===== src/rtl/dbg_trig_pkg.sv =====
`timescale 1ns/1ps
package dbg_trig_pkg;
   localparam logic [3:0] MODE_A_ONLY   = 4'd0;
   localparam logic [3:0] MODE_A_OR_B   = 4'd1;
   localparam logic [3:0] MODE_A_THEN_B = 4'd2;

   typedef struct packed {
      logic a;
      logic b;
   } hit_pair_t;
endpackage


===== src/rtl/dbg_addr_cmp.sv =====
`timescale 1ns/1ps
module dbg_addr_cmp #(
   parameter int ADDR_W = 16
) (
   input  logic              valid_i,
   input  logic [ADDR_W-1:0] addr_i,
   input  logic              read_i,
   input  logic [ADDR_W-1:0] ref_i,
   input  logic              rw_qual_i,
   input  logic              rw_lvl_i,
   output logic              hit_o
);
   logic addr_eq, dir_ok;

   assign addr_eq = (addr_i == ref_i);
   assign dir_ok  = ~rw_qual_i | (read_i == rw_lvl_i);
   assign hit_o   = valid_i & addr_eq & dir_ok;
endmodule


===== src/rtl/dbg_op_track.sv =====
`timescale 1ns/1ps
module dbg_op_track
   import dbg_trig_pkg::*;
#(
   parameter int DEPTH = 4
) (
   input  logic      clk,
   input  logic      rst_n,
   input  logic      push_i,
   input  hit_pair_t tag_i,
   input  logic      pop_i,
   input  logic      flush_i,
   output hit_pair_t ev_o
);
   localparam int PW = (DEPTH > 1) ? $clog2(DEPTH) : 1;
   localparam int CW = $clog2(DEPTH + 1);

   hit_pair_t         slot_q [DEPTH];
   logic [PW-1:0]     rd_q, wr_q;
   logic [CW-1:0]     cnt_q;
   logic              empty, full, do_pop, do_push;

   function automatic logic [PW-1:0] bump(input logic [PW-1:0] p);
      return (p == PW'(DEPTH - 1)) ? '0 : p + 1'b1;
   endfunction

   assign empty   = (cnt_q == '0);
   assign full    = (cnt_q == CW'(DEPTH));
   assign do_pop  = pop_i & ~empty & ~flush_i;
   assign do_push = push_i & ~flush_i & (~full | do_pop);
   assign ev_o    = do_pop ? slot_q[rd_q] : '0;

   always_ff @(posedge clk or negedge rst_n) begin
      if (!rst_n) begin
         rd_q  <= '0;
         wr_q  <= '0;
         cnt_q <= '0;
         for (int i = 0; i < DEPTH; i++) slot_q[i] <= '0;
      end else if (flush_i) begin
         rd_q  <= '0;
         wr_q  <= '0;
         cnt_q <= '0;
      end else begin
         if (do_push) begin
            slot_q[wr_q] <= tag_i;
            wr_q         <= bump(wr_q);
         end
         if (do_pop) rd_q <= bump(rd_q);
         case ({do_push, do_pop})
            2'b10:   cnt_q <= cnt_q + 1'b1;
            2'b01:   cnt_q <= cnt_q - 1'b1;
            default: cnt_q <= cnt_q;
         endcase
      end
   end

   a_r7_flush_empties: assert property (@(posedge clk) disable iff (!rst_n)
      flush_i |=> (cnt_q == '0));

   a_r6_retire_drains: assert property (@(posedge clk) disable iff (!rst_n)
      (pop_i && !push_i && !flush_i && cnt_q != '0) |=> (cnt_q == $past(cnt_q) - 1'b1));
endmodule


===== src/rtl/dbg_trig_ctl.sv =====
`timescale 1ns/1ps
module dbg_trig_ctl
   import dbg_trig_pkg::*;
(
   input  logic       clk,
   input  logic       rst_n,
   input  logic       en_i,
   input  logic       arm_i,
   input  logic       disarm_i,
   input  logic [3:0] mode_i,
   input  logic       qa_i,
   input  logic       qb_i,
   input  logic       brk_en_i,
   input  logic       brk_tag_i,
   output logic       armed_o,
   output logic       af_o,
   output logic       bf_o,
   output logic       trig_o,
   output logic       brk_tag_o,
   output logic       brk_force_o
);
   logic armed_q, af_q, bf_q, trig_q, btag_q, bforce_q;
   logic cond, live, fire;

   always_comb begin
      case (mode_i)
         MODE_A_ONLY:   cond = qa_i;
         MODE_A_OR_B:   cond = qa_i | qb_i;
         MODE_A_THEN_B: cond = qb_i & af_q;
         default:       cond = 1'b0;
      endcase
   end

   assign live = en_i & armed_q & ~disarm_i & ~arm_i;
   assign fire = live & cond;

   always_ff @(posedge clk or negedge rst_n) begin
      if (!rst_n) begin
         armed_q  <= 1'b0;
         af_q     <= 1'b0;
         bf_q     <= 1'b0;
         trig_q   <= 1'b0;
         btag_q   <= 1'b0;
         bforce_q <= 1'b0;
      end else begin
         trig_q   <= fire;
         btag_q   <= fire & brk_en_i & brk_tag_i;
         bforce_q <= fire & brk_en_i & ~brk_tag_i;
         if (!en_i || disarm_i) begin
            armed_q <= 1'b0;
         end else if (arm_i) begin
            armed_q <= 1'b1;
            af_q    <= 1'b0;
            bf_q    <= 1'b0;
         end else if (armed_q) begin
            af_q <= af_q | qa_i;
            bf_q <= bf_q | qb_i;
            if (cond) armed_q <= 1'b0;
         end
      end
   end

   assign armed_o     = armed_q;
   assign af_o        = af_q;
   assign bf_o        = bf_q;
   assign trig_o      = trig_q;
   assign brk_tag_o   = btag_q;
   assign brk_force_o = bforce_q;

   a_r9_single_pulse: assert property (@(posedge clk) disable iff (!rst_n)
      trig_q |=> !trig_q);
   a_r9_needs_armed: assert property (@(posedge clk) disable iff (!rst_n)
      trig_q |-> $past(armed_q));
   a_r9_run_ends: assert property (@(posedge clk) disable iff (!rst_n)
      trig_q |-> !armed_q);
   a_r8_arm_clears: assert property (@(posedge clk) disable iff (!rst_n)
      (arm_i && en_i && !disarm_i) |=> (armed_q && !af_q && !bf_q));
   a_r8_stop: assert property (@(posedge clk) disable iff (!rst_n)
      (!en_i || disarm_i) |=> !armed_q);
   a_r4_order: assert property (@(posedge clk) disable iff (!rst_n)
      (trig_q && $past(mode_i) == MODE_A_THEN_B) |-> $past(af_q));
   a_r10_brk_excl: assert property (@(posedge clk) disable iff (!rst_n)
      !(btag_q && bforce_q));
   a_r10_brk_with_trig: assert property (@(posedge clk) disable iff (!rst_n)
      (btag_q || bforce_q) |-> trig_q);
endmodule


===== src/rtl/dbg_trig_seq.sv =====
`timescale 1ns/1ps
module dbg_trig_seq
   import dbg_trig_pkg::*;
#(
   parameter int ADDR_W    = 16,
   parameter int TRK_DEPTH = 4,
   parameter bit USE_TRACK = 1'b1
) (
   input  logic              clk,
   input  logic              rst_n,
   input  logic              enable_i,
   input  logic              arm_i,
   input  logic              disarm_i,
   input  logic [3:0]        mode_i,
   input  logic              bus_valid_i,
   input  logic [ADDR_W-1:0] bus_addr_i,
   input  logic              bus_read_i,
   input  logic              bus_fetch_i,
   input  logic              exec_i,
   input  logic              flush_i,
   input  logic [ADDR_W-1:0] cmp_a_i,
   input  logic [ADDR_W-1:0] cmp_b_i,
   input  logic              rw_qual_a_i,
   input  logic              rw_lvl_a_i,
   input  logic              rw_qual_b_i,
   input  logic              rw_lvl_b_i,
   input  logic              op_sel_i,
   input  logic              brk_en_i,
   input  logic              brk_tag_i,
   output logic              armed_o,
   output logic              a_hit_o,
   output logic              b_hit_o,
   output logic              trig_o,
   output logic              brk_tag_o,
   output logic              brk_force_o
);
   localparam int NCMP = 2;

   if (ADDR_W < 2 || ADDR_W > 64) begin : g_bad_aw
      $error("dbg_trig_seq: ADDR_W must lie in 2..64");
   end
   if (TRK_DEPTH < 2 || TRK_DEPTH > 64) begin : g_bad_depth
      $error("dbg_trig_seq: TRK_DEPTH must lie in 2..64");
   end

   logic [ADDR_W-1:0] ref_w  [NCMP];
   logic              qual_w [NCMP];
   logic              lvl_w  [NCMP];
   logic [NCMP-1:0]   raw_hit;
   hit_pair_t         raw_pair, qual_pair;

   assign ref_w[0]  = cmp_a_i;
   assign ref_w[1]  = cmp_b_i;
   assign qual_w[0] = rw_qual_a_i;
   assign qual_w[1] = rw_qual_b_i;
   assign lvl_w[0]  = rw_lvl_a_i;
   assign lvl_w[1]  = rw_lvl_b_i;

   for (genvar k = 0; k < NCMP; k++) begin : g_cmp
      dbg_addr_cmp #(.ADDR_W(ADDR_W)) cmp_i (
         .valid_i   (bus_valid_i),
         .addr_i    (bus_addr_i),
         .read_i    (bus_read_i),
         .ref_i     (ref_w[k]),
         .rw_qual_i (qual_w[k]),
         .rw_lvl_i  (lvl_w[k]),
         .hit_o     (raw_hit[k])
      );
   end

   assign raw_pair.a = raw_hit[0];
   assign raw_pair.b = raw_hit[1];

   if (USE_TRACK) begin : g_track
      hit_pair_t ev;
      dbg_op_track #(.DEPTH(TRK_DEPTH)) trk_i (
         .clk     (clk),
         .rst_n   (rst_n),
         .push_i  (op_sel_i & bus_valid_i & bus_fetch_i),
         .tag_i   (raw_pair),
         .pop_i   (exec_i),
         .flush_i (flush_i | ~op_sel_i),
         .ev_o    (ev)
      );
      assign qual_pair = op_sel_i ? ev : raw_pair;
   end else begin : g_direct
      assign qual_pair = raw_pair;
   end

   dbg_trig_ctl ctl_i (
      .clk         (clk),
      .rst_n       (rst_n),
      .en_i        (enable_i),
      .arm_i       (arm_i),
      .disarm_i    (disarm_i),
      .mode_i      (mode_i),
      .qa_i        (qual_pair.a),
      .qb_i        (qual_pair.b),
      .brk_en_i    (brk_en_i),
      .brk_tag_i   (brk_tag_i),
      .armed_o     (armed_o),
      .af_o        (a_hit_o),
      .bf_o        (b_hit_o),
      .trig_o      (trig_o),
      .brk_tag_o   (brk_tag_o),
      .brk_force_o (brk_force_o)
   );
endmodule


===== config.mk =====
export PLATFORM = sky130hd
export DESIGN_NAME = dbg_trig_seq
export DESIGN_NICKNAME = d
export VERILOG_FILES = /design/src/rtl/dbg_trig_pkg.sv /design/src/rtl/dbg_addr_cmp.sv /design/src/rtl/dbg_op_track.sv /design/src/rtl/dbg_trig_ctl.sv /design/src/rtl/dbg_trig_seq.sv
export SDC_FILE = /design/constraint.sdc
export NUM_CORES = 1
export LEC_CHECK = 0
export CORE_MARGIN = 8
export CORE_UTILIZATION = 45
export DETAILED_ROUTE_END_ITERATION = 10
export PLACE_DENSITY_LB_ADDON = 0.12
export SLEW_MARGIN = 0
export SYNTH_ARGS = -nofsm -noshare
export SYNTH_HDL_FRONTEND = slang
export SYNTH_HIERARCHICAL = 1
export SYNTH_SLANG_ARGS = --single-unit

===== constraint.sdc =====
create_clock -name clk -period 6.9 [get_ports clk]
set_input_delay 1.38 -clock clk [delete_from_list [all_inputs] [get_ports clk]]
set_output_delay 1.38 -clock clk [all_outputs]
set_load 0.05 [all_outputs]

==> metrics <==
run status finished, final reports clean; count of mapped cells out of synthesis 167; final global-route overflow total 0; launch point of the worst path bus_addr_i[12]; Critical R2R Launch g_track.trk_i/cnt_q[0]; pin count of the biggest net entering global routing 22; most used cells in the layout excluding fill and tap cells 74 x sky130_fd_sc_hd__clkdlybuf4s50_1, 27 x sky130_fd_sc_hd__xor2_1, 21 x sky130_fd_sc_hd__dfrtp_1; Pwr Density 116 nW/µm²; Worst setup EP type flop; number of max-cap violations 0; required time of the critical path 7.07 ns; sort of element at the start of the critical path input port; die outline height 77.3 µm; worst-case reg-to-reg path depth 7; first-pass GRT wire length 8090 µm; unrepaired setup endpoints after global routing no; largest incremental delay on the critical path 0.45 ns; Setup Total Neg Slack 0 ns; clock tree from TritonCTS yes; fraction of final layout cells with drive strength greater than 1 0.130; effective utilization at floorplan 0.465; global placer's final weighted congestion 0.828; type of the worst min-delay path flop to flop; Row Count 22; Final Hold Vio Count 0; leakage power of the design 0.997 nW; data arrival time of the critical path 3.70 ns; critical path, cell by cell clkdlybuf4s50_1 -> xor2_1 -> nor4_1 -> nand4_1 -> nor3_2 -> mux2_2 -> and3b_1 -> o221ai_2 -> nor4_1; overall routed net length 4960 µm; final antenna diode count 0; final HPWL from detailed placement 4120 µm; number of global-route vias before repair 1580; transition at the pin with the smallest max-transition slack 0.940 ns; achievable frequency 283 MHz; Vias/cell 5.28; horizontal extent of the die 77.3 µm; TritonCTS Sinks 21; post-route fraction of the period consumed by the critical path 0.512; number of clock buffers inserted by TritonCTS 3; family of cells with the greatest summed delay on the critical path simple AND/OR/NAND/NOR gates; internal power 215 µW; # setup viols final 0; core outline area 3630 µm²; clock transition at the registers of the reported paths 0.08 ns; Synthesis Warnings 6; Switching Fraction 0.254; netlist area before placement 1690 µm²; leading cell type in the layout, fill and taps excluded sky130_fd_sc_hd__clkdlybuf4s50_1; DR vias 1510; number of synthesized register bits 21; kind of critical path input port to flop; Max rail drop VDD 0.000162 V; I/O pin count 75; total nets after synthesis 242; count of final max-slew check failures 0; Worst-Skew Late Latency 0.27 ns; clock group share of total power 0.289; initial antenna violation count 0; worst slew margin relative to its limit 0.371; routed len/inst 17.3 µm; synthesized area divided by synthesized cell count 10.1 µm²; Worst path most repeated cell sky130_fd_sc_hd__nor4_1; unique cell type count in the Yosys netlist 42; worst-case clock skew 0.00162 ns; Area Overhead vs Synth 47.6%; Setup crit end ctl_i/brk_force_o; number of search-and-repair iterations in the first detailed-routing pass 4; number of nets with antenna violations after detailed routing 0; Register-to-Register Setup Slack 4.37 ns; fin crit period 3.53 ns; top fanout value on the critical path 5; PortBufs 74; switching pwr 73.3 µW; fill cell count 313; number of logic stages on the critical path including buffering 9; hold bufs inserted after CTS 0; number of H-tree branching levels 1; Max stage delay cell, worst path sky130_fd_sc_hd__clkdlybuf4s50_1; Power Total 288 µW; Initial DRC Count 47; count of buffer and inverter cells on the critical path 1; core utilization of the finished layout 0.687; clock root buffer master sky130_fd_sc_hd__clkbuf_8; buffers inserted during post-CTS setup optimization 0; Reg2Reg Capture Point g_track.trk_i/cnt_q[2]; Tot GR Track Use 0.165; post_cts resized 0; Residual DRC 0; Seq pwr share 0.435; die area 5970 µm²; maximum number of buffers from clock root to sink 2; number of nets at the end of the flow 314; register area share after synthesis 0.311; power share of the combinational group 0.276
area by class of cell:
type / instances / area, µm² / share of cell area
Sequential cell: 21 / 526 / 0.211
Multi-Input combinational cell: 135 / 1100 / 0.443
Tap cell: 48 / 60.1 / 0.0241
Timing Repair Buffer: 74 / 741 / 0.297
Inverter: 4 / 15.0 / 0.00602
Clock buffer: 3 / 41.3 / 0.0165
Clock inverter: 1 / 7.51 / 0.00301
worst min path at each step:
| stage | cells past startpoint | end | start |
|---|---|---|---|
| 2_1_floorplan | 1 | g_track.trk_i/slot_q[2] | g_track.trk_i/slot_q[2] |
| 3_3_place_gp | 1 | g_track.trk_i/slot_q[2] | g_track.trk_i/slot_q[2] |
| 3_5_place_dp | 2 | ctl_i/bf_o | ctl_i/bf_o |
| 4_1_cts | 2 | ctl_i/bf_o | ctl_i/bf_o |
| 5_1_grt | 2 | ctl_i/bf_o | ctl_i/bf_o |
| 6_report | 2 | ctl_i/bf_o | ctl_i/bf_o |
sequential cells by signal, indices dropped and copies added, names as in the netlist:
register and cells:
ctl_i/bf_o 1, ctl_i/af_o 1, g_track.trk_i/wr_q 2, g_track.trk_i/slot_q 8, ctl_i/armed_o 1, ctl_i/brk_tag_o 1
g_track.trk_i/cnt_q 3, ctl_i/trig_o 1, g_track.trk_i/rd_q 2, ctl_i/brk_force_o 1
layer usage:
layer / global-route usage / wire length (µm) / vias up
li1: - / - / 740
met1: 0.214 / 2330 / 699
met2: 0.270 / 2300 / 64
met3: 0.0326 / 270 / 7
met4: 0.0472 / 62 / 0
met5: 0 / 0 / -
power groups by stage:
stage	logic, mW	registers (mW)	clock network [mW]
after global placement	0.0771	0.128	0
after detailed placement	0.0794	0.128	0
after global routing	0.0858	0.126	0.0889
after floorplan	0.0281	0.128	0
final	0.0797	0.125	0.0834
after CTS	0.0801	0.125	0.0859
through the flow:
step                hold WS [ns]  cell area (µm²)  std cells  setup WS (ns)
finish                     0.501             2490        286           3.37
global placement           0.484             2450        282           3.25
global route               0.523             2490        286           3.20
floorplan                  0.474             1690        167           3.73
detailed placement         0.486             2450        282           3.10
CTS                        0.505             2490        286           3.37
worst min-delay path, delay by kind of cell, from the launching register on:
kind	cells	cell delay (ns)
AO/OA/AOI/OAI	1	0.04
flip-flops	1	0.35
AND/OR/NAND/NOR	1	0.07
cell families (layout without fill, tap and decap cells):
logic type,after synthesis,in the layout,share of synthesized area
AND/OR/NAND/NOR,60,60,0.229
XOR/XNOR,35,35,0.181
AO/OA/AOI/OAI,21,21,0.0955
flip-flops,21,21,0.311
multiplexers,13,13,0.0992
buffers and inverters,11,82,0.0355
adder cells (fa/ha/maj),6,6,0.0489
synthesized netlist by cell type, drive strengths merged:
cell type	number	area (µm²)
a2111oi	1	8.76
a211oi	3	32.5
or3	2	13.8
inv	4	15.0
a31oi	1	6.26
clkbuf	2	7.51
a21oi	7	35.0
ha	5	62.6
buf	5	37.5
dfrtp	21	526
o41a	1	11.3
fa	1	20.0
o21a	1	7.51
xor2	27	236
or3b	2	17.5
o22ai	1	6.26
and3b	3	26.3
nor2	6	22.5
mux2i	1	10.0
and3	1	7.51
nand2	7	26.3
o221ai	1	15.0
mux2	10	113
mux4	2	45.0
nand4	2	12.5
o31ai	1	7.51
nand3b	5	37.5
nor3	3	25.0
o21ai	1	5.00
xnor2	8	70.1
nand3	9	65.1
a21o	1	8.76
a31o	2	17.5
nor4	9	56.3
or4b	1	13.8
nor2b	4	25.0
nand2b	6	37.5
No activity file was read; power rests on OpenSTA's default activity.
